## config.mk

```make
export PLATFORM = sky130hd
export DESIGN_NAME = drum_xfer_ctl
export DESIGN_NICKNAME = d
export VERILOG_FILES = /design/src/rtl/drum_xfer_ctl.sv
export SDC_FILE = /design/constraint.sdc
export NUM_CORES = 1
export LEC_CHECK = 0
export ABC_AREA = 1
export BUFFER_PORTS_ARGS = -buffer_cell sky130_fd_sc_hd__buf_2
export CAP_MARGIN = 20
export CORE_MARGIN = 4
export CORE_UTILIZATION = 52
export CTS_BUF_LIST = sky130_fd_sc_hd__clkbuf_4 sky130_fd_sc_hd__clkbuf_8
export DETAILED_ROUTE_END_ITERATION = 6
export GPL_ROUTABILITY_DRIVEN = 0
export PLACE_DENSITY = 0.81
export REMOVE_ABC_BUFFERS = 1
export SLEW_MARGIN = 20
export SYNTH_ARGS = -nofsm -noshare
export SYNTH_HDL_FRONTEND = slang
export SYNTH_SLANG_ARGS = --single-unit
```

## constraint.sdc

```tcl
create_clock -name clk -period 2.5 [get_ports clk]
set_clock_uncertainty 0.05 [all_clocks]
set_input_delay 0.25 -clock clk [delete_from_list [all_inputs] [get_ports clk]]
set_output_delay 0.25 -clock clk [all_outputs]
set_load 0.02 [all_outputs]
```

## src/rtl/drum_xfer_ctl.sv

```systemverilog
module drum_xfer_ctl #(
  parameter int SECT_WORDS = 2048,
  parameter int SECTORS    = 16,
  parameter int LOGICALS   = 6,
  parameter int WORD_TIME  = 10
) (
  input  logic                  clk,
  input  logic                  rst_n,
  input  logic                  sel_valid,
  input  logic [1:0]            sel_code,
  output logic                  sel_stall,
  output logic                  sel_illegal,
  input  logic                  ch_wvalid,
  input  logic [35:0]           ch_wdata,
  input  logic                  ch_conn,
  output logic                  ch_req_wr,
  output logic                  ch_rvalid,
  output logic [35:0]           ch_rdata,
  output logic                  disc,
  output logic                  disc_eof,
  output logic                  disc_trc,
  output logic                  io_check,
  input  logic [3:0]            drum_en,
  input  logic [4*LOGICALS-1:0] wprot,
  output logic                  st_en,
  output logic                  st_we,
  output logic [1:0]            st_drum,
  output logic [$clog2(SECT_WORDS*SECTORS)+2:0] st_addr,
  output logic [35:0]           st_wdata,
  input  logic [35:0]           st_rdata
);
  localparam int LOG_WORDS = SECT_WORDS * SECTORS;
  localparam int LAW = $clog2(LOG_WORDS);
  localparam int SAW = $clog2(SECT_WORDS);
  localparam int GAW = SAW - 1;
  localparam int TW  = $clog2(WORD_TIME + 1);

  typedef enum logic [2:0] {IDLE, FIRST, FILL, SEEK, DATA, EOD} st_t;
  st_t state;

  logic [TW-1:0]  tcnt;
  logic [SAW-1:0] pos;
  logic [LAW-1:0] da;
  logic [2:0]     lg;
  logic [1:0]     phy;
  logic           op, rd_pend, obuf_v;
  logic [35:0]    obuf;
  logic [GAW-1:0] fcnt;

  wire tick = (tcnt == TW'(WORD_TIME - 1));
  wire [SAW-1:0] pos_nx = pos + 1'b1;
  wire at_target = (pos_nx == da[SAW-1:0]);
  wire xfer = tick && ((state == DATA) || (state == SEEK && at_target));
  wire last = &da;
  wire fill_st = (state == FILL);
  wire [2:0] lg_m1 = lg - 3'd1;

  wire [1:0] a_phy = ch_wdata[31:30];
  wire [2:0] a_lg  = ch_wdata[20:18];
  wire [2:0] a_lgm1 = a_lg - 3'd1;
  wire [LOGICALS-1:0] prot_row = wprot[a_phy*LOGICALS +: LOGICALS];
  wire [LOGICALS-1:0] prot_sh = prot_row >> a_lgm1;
  wire a_bad = !drum_en[a_phy] || (a_lg == 3'd0) || (32'(a_lg) > LOGICALS) ||
               (op && prot_sh[0]);

  assign st_en    = fill_st || xfer;
  assign st_we    = fill_st || (xfer && op);
  assign st_drum  = phy;
  assign st_addr  = fill_st ? {lg_m1, da[LAW-1:GAW], fcnt} : {lg_m1, da};
  assign st_wdata = fill_st ? 36'd0 : obuf;
  assign ch_rvalid = rd_pend;
  assign ch_rdata  = st_rdata;

  always_ff @(posedge clk or negedge rst_n) begin
    if (!rst_n) begin
      tcnt <= '0;
      pos  <= '0;
    end else begin
      tcnt <= tick ? '0 : tcnt + 1'b1;
      if (tick) pos <= pos_nx;
    end
  end

  always_ff @(posedge clk or negedge rst_n) begin
    if (!rst_n) begin
      state <= IDLE; da <= '0; lg <= '0; phy <= '0; op <= 1'b0;
      obuf <= '0; obuf_v <= 1'b0; fcnt <= '0; rd_pend <= 1'b0;
      sel_stall <= 1'b0; sel_illegal <= 1'b0; ch_req_wr <= 1'b0;
      disc <= 1'b0; disc_eof <= 1'b0; disc_trc <= 1'b0; io_check <= 1'b0;
    end else begin
      sel_stall <= 1'b0; sel_illegal <= 1'b0; ch_req_wr <= 1'b0;
      disc <= 1'b0; disc_eof <= 1'b0; disc_trc <= 1'b0;
      rd_pend <= xfer && !op;

      if (sel_valid) begin
        if (sel_code != 2'b01 && sel_code != 2'b10) sel_illegal <= 1'b1;
        else if (state != IDLE) sel_stall <= 1'b1;
        else begin
          state <= FIRST;
          op <= (sel_code == 2'b10);
        end
      end

      case (state)
        FIRST: if (ch_wvalid) begin
          phy <= a_phy;
          lg  <= a_lg;
          da  <= ch_wdata[LAW-1:0];
          if (a_bad) begin
            disc <= 1'b1; disc_trc <= 1'b1; state <= IDLE;
          end else begin
            obuf <= '0; obuf_v <= 1'b0; fcnt <= '0;
            if (op) begin
              ch_req_wr <= 1'b1; state <= FILL;
            end else state <= SEEK;
          end
        end
        FILL: begin
          fcnt <= fcnt + 1'b1;
          if (&fcnt) state <= SEEK;
        end
        SEEK, DATA: if (xfer) begin
          state <= last ? EOD : DATA;
          da <= da + 1'b1;
          if (op) begin
            if (obuf_v) obuf_v <= 1'b0;
            else if (ch_conn) io_check <= 1'b1;
            if (!last) ch_req_wr <= 1'b1;
          end
        end
        EOD: if (tick) begin
          if (ch_conn) begin disc <= 1'b1; disc_eof <= 1'b1; end
          state <= IDLE;
        end
        default: ;
      endcase

      if (ch_wvalid && (state == FILL || state == SEEK || state == DATA)) begin
        obuf <= ch_wdata;
        obuf_v <= 1'b1;
      end
    end
  end
endmodule


```

# ---- Word level (Yosys, flattened, before mapping)
# Cells that the tools add are included.
dict set report word_totals {
  regBits 94
  input_bits 107
  out_inout_bits 102
  wordCells 135
}
dict set report op_classes {
  add_sub_neg 6
  n_mul 1
  magnitude_cmp 2
  eq_ne 18
  shifts 2
  n_mux 51
  n_bitwise 3
  reduce_logical 34
}
# op n
set ops {}
lappend ops {{36-bit two-way mux} 5}
lappend ops {{10-bit two-way mux} 3}
lappend ops {{15-bit two-way mux} 2}
lappend ops {{15-bit case mux with 2 select lines} 1}
lappend ops {{1-bit two-way mux} 25}
lappend ops {{24-bit by 6-bit indexed part select with 6-bit output} 1}
lappend ops {{3-bit two-way mux} 7}
lappend ops {{10-bit case mux with 2 select lines} 1}
lappend ops {{15-bit by 1-bit adder with 15-bit output, second input constant} 1}
lappend ops {{15-bit AND reduction} 1}
lappend ops {{3-bit != test, second input constant} 4}
lappend ops {{3-bit case mux with 4 select lines} 1}
lappend ops {{3-bit AND reduction} 4}
lappend ops {{11-bit by 1-bit adder with 11-bit output, second input constant} 1}
lappend ops {{11-bit equality test} 1}
lappend ops {{10-bit by 1-bit adder with 10-bit output, second input constant} 1}
lappend ops {{10-bit AND reduction} 1}
lappend ops {{5-bit AND reduction} 2}
lappend ops {{1-bit logical OR} 8}
lappend ops {{2-bit != test, second input constant} 4}
lappend ops {{2-bit nonzero test} 4}
lappend ops {{1-bit logical AND} 7}
lappend ops {{3-bit by 2-bit equality test with 1-bit output, second input constant} 2}
lappend ops {{3-bit equality test, second input constant} 2}
lappend ops {{20 further kinds} 28}

# ---- Longest topological paths before layout
# Gate-level depths: netlist of run 1.
dict set report logic_depth {
  word_depth 10
  mapped_depth 16
  ltp_nobuf 16
}

# ---- Worst setup path before layout of run 1
# Ideal clock, no wire load.
dict set report synth_path {
  path_type {register to output}
  start {register pos[0]}
  end {output port st_we}
  t_arrival_ns 1.786
  t_required_ns 2.200
  setup_slack_ns 0.414
  stages_incl_launch_ff 12
  path_buffers 0
  cell_sequence {dfrtp_1 ha_1 nand2_2 nor2_4 nand3_1 nand3_1 nand2_1 nor3_1 nand3_1 nand2_2 nand3_1 nand2_1}
}
dict set report synth_via {
  elab_chain_cells 7
}
# element line_no
set synth_rtl {}
lappend synth_rtl {{start: declaration} 42} ;# logic [SAW-1:0] pos;
lappend synth_rtl {{start signal: assignment} 80} ;# if (tick) pos <= pos_nx;
lappend synth_rtl {{11-bit by 1-bit adder with 11-bit output} 51} ;# wire [SAW-1:0] pos_nx = pos + 1'b1;
lappend synth_rtl {{11-bit equality test} 52} ;# wire at_target = (pos_nx == da[SAW-1:0]);
lappend synth_rtl {{1-bit logical AND} 53} ;# wire xfer = tick && ((state == DATA) || (state == SEEK && at_target));
lappend synth_rtl {{1-bit logical OR} 53}
lappend synth_rtl {{1-bit logical AND} 53}
lappend synth_rtl {{1-bit logical AND} 67} ;# assign st_we = fill_st || (xfer && op);
lappend synth_rtl {{1-bit logical OR} 67}
lappend synth_rtl {{end: declaration} 26} ;# output logic st_we,
# No other way between the ends.

# ---- Worst setup path after layout of run 1
# Ends and elaborated chain as after synthesis.

==> results of run 1 <==
[power by group through the flow]
stage | clock network (mW) | logic [mW] | registers (mW)
after floorplan | 0 | 0.211 | 1.63
after global placement | 0 | 0.385 | 1.63
after detailed placement | 0 | 0.395 | 1.63
after CTS | 1.10 | 0.397 | 1.60
after global routing | 1.16 | 0.443 | 1.61
final | 1.08 | 0.390 | 1.60
[worst max path at each step]
stage / startpoint / end / cells past startpoint
2_1_floorplan: state[2]$_DFF_PN0_ / obuf[0]$_DFFE_PN0P_ / 7
3_3_place_gp: pos[1]$_DFFE_PN0P_ / st_we / 14
3_5_place_dp: pos[1]$_DFFE_PN0P_ / da[13]$_DFFE_PN0P_ / 15
4_1_cts: pos[0]$_DFFE_PN0P_ / st_we / 11
5_1_grt: state[2]$_DFF_PN0_ / st_we / 12
6_report: pos[0]$_DFFE_PN0P_ / st_we / 12
[cell usage after synthesis, types with 2 or more instances]
library cell and count:
nor3_1 9, buf_4 44, buf_2 7, nand2_1 157, o221ai_1 2, a21oi_2 3, nand3_1 89, buf_6 3
ha_1 8, nand4_1 6, nand3b_1 2, o21bai_1 2, a31oi_1 2, o21ai_1 8, o21ai_0 96, xnor2_1 3
nand2_4 4, nor2_1 50, dfrtp_1 94, nor2_2 2, nand2_2 2, inv_1 133, nor2_4 2, o22ai_1 8
xor2_1 16, a21oi_1 12, o211ai_1 5, clkbuf_1 17
[kinds of logic (layout without fill, tap and decap cells)]
group,count (synthesis),count (layout),share of synthesized area
AOI/OAI and AO/OA,139,139,0.1290
DFF,94,94,0.4056
adders and majority gates,8,8,0.01726
xor gates and xnor gates,20,20,0.03150
and+or+nand+nor,327,327,0.2492
buffers and inverters,206,303,0.1674
[worst register-to-register path, stage by stage (launching register included)]
cell	delay (ps)
dfrtp_1	430
ha_4	190
nand2_4	80
nor2_4	150
nand3_2	90
nand3_1	100
nand2_1	70
nor3_2	220
nand3_2	130
nand2_4	110
nand2_4	60
buf_4	170
nand2_8	170
nand2_1	110
o21ai_0	100
[per-stage QoR]
step           TNS, ps  worst slack [ps]  total power [mW]  hold WS (ps)  std cells
3_5_place_dp         0             144.1             2.029         281.7       1011
5_1_grt         -225.7            -142.0             3.211         32.24       1031
6_report        -10.49            -10.49             3.076         21.38       1031
4_1_cts         -2.356            -2.356             3.103         17.80       1031
3_3_place_gp         0             149.0             2.017         276.5       1011
2_1_floorplan   -72900             -1957             1.841        -95.59        722
[routing by layer]
metal | global-route usage | up-vias | wire length, µm
met5 | 0.04314 | - | 46
met4 | 0.05449 | 2 | 170
met2 | 0.3502 | 234 | 6627
met1 | 0.3543 | 2471 | 7291
met3 | 0.07109 | 14 | 1479
li1 | - | 2657 | -
[area by class of cell]
class | instances | share of cell area
Timing Repair Buffer | 153 | 0.1259
Clock inverter | 4 | 0.007856
Clock buffer | 12 | 0.02376
Multi-Input combinational cell | 494 | 0.3891
Sequential cell | 94 | 0.3520
Tap cell | 140 | 0.02619
Inverter | 134 | 0.07520
[sequential cells by signal, indices dropped and copies added (netlist names), 2 cells and up]
name     cells
da          15
fcnt        10
lg           3
obuf        36
pos         11
st_drum      2
state        3
tcnt         4
[timing repair]
action | CTS | global route
endpoints found under the setup margin | 2 | 17
hold buffers | 1 | 0
endpoints found under the hold margin | 48 | 0
setup buffers | 3 | 0
gates resized for setup | 12 | 20
pin swaps | 4 | 6
==> impl_metrics.csv, run 1 <==
group,metric,value,unit
run_status,status,"finished with violations",
run_status,violations,"negative setup slack",
setup_path,critPathSlowestCell,"dfrtp_1",
synth,synth_area_per_cell,7.304,µm²
cells_and_area,regArea,2355,µm²
clock_tree,clock-sinks,94,
setup_path,rr_worst_depth,14,
synth,yosysSeqAreaShare,0.4056,
clock_tree,htree_levels,3,
cells_and_area,fillCellCount,993,
flow_run,max_cap_viol_count,0,
setup_path,crit_path_max_fanout,5,
power,p_per_area,459.9,nW/µm²
timing,rsz0062_at_grt,"yes",
global_route,grt_pass1_wl,24700,µm
routing,drc,0,
power,p_leak,3.722,nW
synth,yosysTopAreaCell,"dfrtp_1",
die,coreArea,10890,µm²
cells_and_area,multi_input_area,2603,µm²
clock_tree,clkLatencyLatePin,370,ps
placed_design,io_buffers,136,
clock_tree,clockBufferDepth,2,
timing,finalHoldViolations,0,
setup_path,cp.required,2200,ps
min_path,hold_end,"sel_illegal$_DFF_PN0_",
global_route,grt_max_degree,67,
cells_and_area,nNetsFinal,1001,
setup_path,regToRegEndpoint,"da[4]$_DFFE_PN0P_",
setup_path,r2r_slack,190,ps
synth,synth-seq-cells,94,
die,io_pins,209,
timing,drv_slew,0,
setup_path,critPathCaptureType,"primary output",
setup_path,critPathMaxStageDelay,430,ps
timing,fmax,398.3,MHz
synth,syn_area,5799,µm²
routing,drt_pass1_iterations,7,
cells_and_area,final_util,0.6143,
timing,finalCriticalPeriod,2510,ps
synth,synth_top_area_frac,0.4056,
setup_path,cp-start-kind,"flop",
cells_and_area,final_common_cell,"nand2_1",
power,seq_power_share,0.521,
cells_and_area,final_cell_mix,"nand2_1, inv_1, buf_2, o21ai_0, dfrtp_1",
cells_and_area,final_cell_area,6689,µm²
timing,setup-violations-final,1,
placed_design,dpl.hpwl,11570,µm
routing,drtAntennaViolNets,0,
min_path,hold_start,"sel_valid",
global_route,grt_pass1_vias,4993,
power,switching_power,0.8202,mW
power,clockPowerShare,0.352,
timing,worst_slack,-10.49,ps
die,start_util,0.5326,
clock_tree,cts_tree,"yes",
synth,synth_cell_types,36,
clock_tree,numCtsBuffers,9,
global_route,antenna_found_initial,0,
routing,dr.first_iter.drc_count,392,
setup_path,cp_common_cell,"nand2_4",
die,die_h,113.6,µm
synth,yosys_warnings,0,
setup_path,path_buf_inv,1,
synth,synthCells,794,
setup_path,arrival,2210,ps
routing,dr_total_vias,5378,
setup_path,crit_type,"reg2out",
setup_path,critical-path-top-delay-family,"simple AND/OR/NAND/NOR gates",
timing,worstMarginPinSlew,658.8,ps
timing,relSlewSlack,0.5608,
routing,wl,15610,µm
power,comb_power_share,0.127,
power,internal-power,2.256,mW
routing,vias_per_cell,5.216,
synth,synth_area_leaders,"dfrtp_1, nand2_1, inv_1, o21ai_0, nand3_1",
die,row_count,38,
power,netSwitchingFraction,0.2666,
synth,synth_edf_count,0,
global_route,grtUsageTotal,0.2413,
min_path,hp-class,"in2reg",
min_path,whs_path_depth,3,
setup_path,r2r-start,"pos[0]$_DFFE_PN0P_",
placed_design,place_area,6314,µm²
cells_and_area,insertedDiodeCount,0,
timing,period_share,1.004,
power,vdd_ir_drop_max,0.2896,mV
setup_path,crit_chain,"ha_4 > nand2_4 > nor2_4 > nand3_2 > nand3_1 > nand2_1 > nor3_2 > nand3_2 > nand2_4 > nand3_4 > nand2_4 > buf_6",
cells_and_area,area_delta_synth_final,15.34,%
die,dieArea,12910,µm²
synth,synth-async-reset-ratio,1.000,
global_route,grt-ovfl-total,0,
cells_and_area,drive_gt1_frac,0.2312,
clock_tree,cts_root_buf,"clkbuf_8",
synth,synth_top_flop_cell,"dfrtp_1",
routing,detail_route.wl_per_cell,15.14,µm
clock_tree,clkSlewWorstSetupHoldPaths,100,ps
die,fp.dieW,113.6,µm
No activity file was read; power rests on OpenSTA's default activity.
==> run 2, diff against run 1 <==
- CORE_ASPECT_RATIO: unset -> 1.5
==> run 2 against run 1 <==
The run still ends with negative setup slack left. Count of clock-buffer cells in the layout down 2. Worst hold slack worse by 7.8 ps. Final area down 0.22%. Critical path depth down 1. Non-clock buffer count up 2. Worst setup slack worse by 6.7 ps. Critical endpoint unchanged. Critical path type unchanged. Total power down 2.8%. Sequential power about the same.
==> impl_metrics.csv, run 2 (synthesis gave the netlist of run 1 again) <==
group,metric,value,unit
run_status,status,"finished with violations",
run_status,violations,"negative setup slack",
setup_path,critPathMaxStageDelay,400,ps
clock_tree,clockBufferDepth,2,
min_path,hp-class,"in2reg",
power,p_per_area,447.8,nW/µm²
timing,period_share,1.007,
routing,drtAntennaViolNets,0,
power,p_leak,3.717,nW
cells_and_area,insertedDiodeCount,0,
setup_path,cp-start-kind,"flop",
global_route,grt_max_degree,74,
die,die_h,137.3,µm
routing,drc,0,
power,vdd_ir_drop_max,0.2568,mV
routing,dr_total_vias,5335,
setup_path,critPathCaptureType,"primary output",
setup_path,critPathSlowestCell,"dfrtp_1",
die,coreArea,11000,µm²
timing,relSlewSlack,0.5927,
setup_path,cp.required,2200,ps
die,io_pins,209,
clock_tree,numCtsBuffers,9,
cells_and_area,area_delta_synth_final,15.08,%
cells_and_area,largest_reg_flops,36,
global_route,grt_pass1_wl,24000,µm
timing,finalHoldViolations,0,
global_route,grtUsageTotal,0.2389,
global_route,grt-ovfl-total,0,
cells_and_area,fillCellCount,1012,
routing,wl,15340,µm
clock_tree,clkSlewWorstSetupHoldPaths,100,ps
setup_path,crit_path_max_fanout,5,
setup_path,r2r-start,"pos[1]$_DFFE_PN0P_",
routing,detail_route.wl_per_cell,14.75,µm
cells_and_area,largest_register,"obuf",
placed_design,dpl.hpwl,11680,µm
die,dieArea,12940,µm²
routing,drt_pass1_iterations,5,
clock_tree,clock-sinks,94,
die,fp.dieW,94.23,µm
clock_tree,cts_root_buf,"clkbuf_8",
routing,vias_per_cell,5.130,
cells_and_area,final_cell_mix,"nand2_1, inv_1, buf_2, o21ai_0, dfrtp_1",
cells_and_area,final_common_cell,"nand2_1",
timing,worst_slack,-17.21,ps
clock_tree,htree_levels,3,
placed_design,post-place-ws,177.6,ps
timing,worstMarginPinSlew,610.9,ps
setup_path,critical-path-top-delay-family,"simple AND/OR/NAND/NOR gates",
placed_design,io_buffers,136,
clock_tree,clkLatencyLatePin,390,ps
cells_and_area,drive_gt1_frac,0.2262,
power,finalPower,2.989,mW
setup_path,crit_type,"reg2out",
min_path,hold_start,"sel_valid",
flow_run,max_cap_viol_count,0,
global_route,grt_pass1_vias,5020,
setup_path,critPathLaunch,"pos[1]$_DFFE_PN0P_",
cells_and_area,nNetsFinal,1003,
die,row_count,47,
timing,fmax,397.3,MHz
cells_and_area,final_util,0.6069,
timing,finalCriticalPeriod,2517,ps
setup_path,arrival,2220,ps
clock_tree,cts_tree,"yes",
setup_path,path_buf_inv,2,
setup_path,crit_chain,"buf_4 > nand3_4 > nor2_4 > xor2_2 > nand2_1 > a21oi_1 > nand3_1 > nand2_2 > nand3_4 > nand2_2 > buf_6",
global_route,antenna_found_initial,0,
die,start_util,0.5274,
timing,drv_slew,0,
routing,dr.first_iter.drc_count,313,
timing,setup-violations-final,1,
cells_and_area,top_regs,"obuf x36, da x15, pos x11",
timing,rsz0062_at_grt,"yes",
==> run 2: per-stage QoR <==
stage / TNS, ps / hold slack [ps] / area (µm²) / std cells
3_3_place_gp: 0 / 237.6 / 6342 / 1019
4_1_cts: -25.48 / 5.636 / 6598 / 1039
3_5_place_dp: 0 / 248.8 / 6342 / 1019
5_1_grt: -287.9 / 33.87 / 6674 / 1040
2_1_floorplan: -72900 / -95.59 / 5331 / 722
6_report: -17.21 / 13.60 / 6674 / 1040
==> run 2: tightest hold or removal path: cells and delay by family <==
kind	cells	cell delay, ps
AND/OR/NAND/NOR	1	40
buffers and inverters	2	120
==> run 2: layer usage <==
| metal | wire length [µm] | share of wire | up-vias | track usage |
|---|---|---|---|---|
| met5 | 0 | 0 | - | 0.01667 |
| met4 | 459 | 0.030 | 0 | 0.09799 |
| met3 | 1507 | 0.098 | 37 | 0.09016 |
| met2 | 7495 | 0.49 | 216 | 0.3886 |
| met1 | 5876 | 0.38 | 2417 | 0.2819 |
| li1 | - | - | 2665 | - |
==> run 2: report_power, final <==
part / internal [mW] / switching (mW) / leakage [nW] / total, mW
Combinational: 0.151 / 0.240 / 2.53 / 0.391
Clock: 0.404 / 0.592 / 0.0914 / 0.996
Sequential: 1.57 / 0.0279 / 1.10 / 1.60
Total: 2.13 / 0.860 / 3.72 / 2.99
==> run 2: area by class of cell <==
class	instances	area, µm²	area share
Clock inverter	6	52.55	0.007874
Clock buffer	10	137.6	0.02062
Sequential cell	94	2354	0.3526
Multi-Input combinational cell	494	2574	0.3856
Inverter	134	503.0	0.07537
Timing Repair Buffer	155	869.6	0.1303
Tap cell	147	183.9	0.02756
==> run 2: worst paths after layout <==
check / depth (start not counted) / slack (ps) / to
setup / recovery: 11 / -20 / st_we
hold / removal: 3 / 10 / sel_illegal$_DFF_PN0_
hold reg to reg: 1 / 450 / tcnt[2]$_DFF_PN0_
min in group asynchronous: 2 / 340 / obuf[27]$_DFFE_PN0P_
max in group asynchronous: 3 / 1350 / st_drum[1]$_DFFE_PN0P_
setup reg to reg: 13 / 230 / da[3]$_DFFE_PN0P_
==> run 2: repair_timing <==
item | CTS | global route
pin swaps | 2 | 9
resized for setup | 10 | 14
endpoints found under the setup margin | 2 | 17
endpoints found under the hold margin | 42 | 0
hold buffers | 1 | 0
setup buffers | 3 | 1
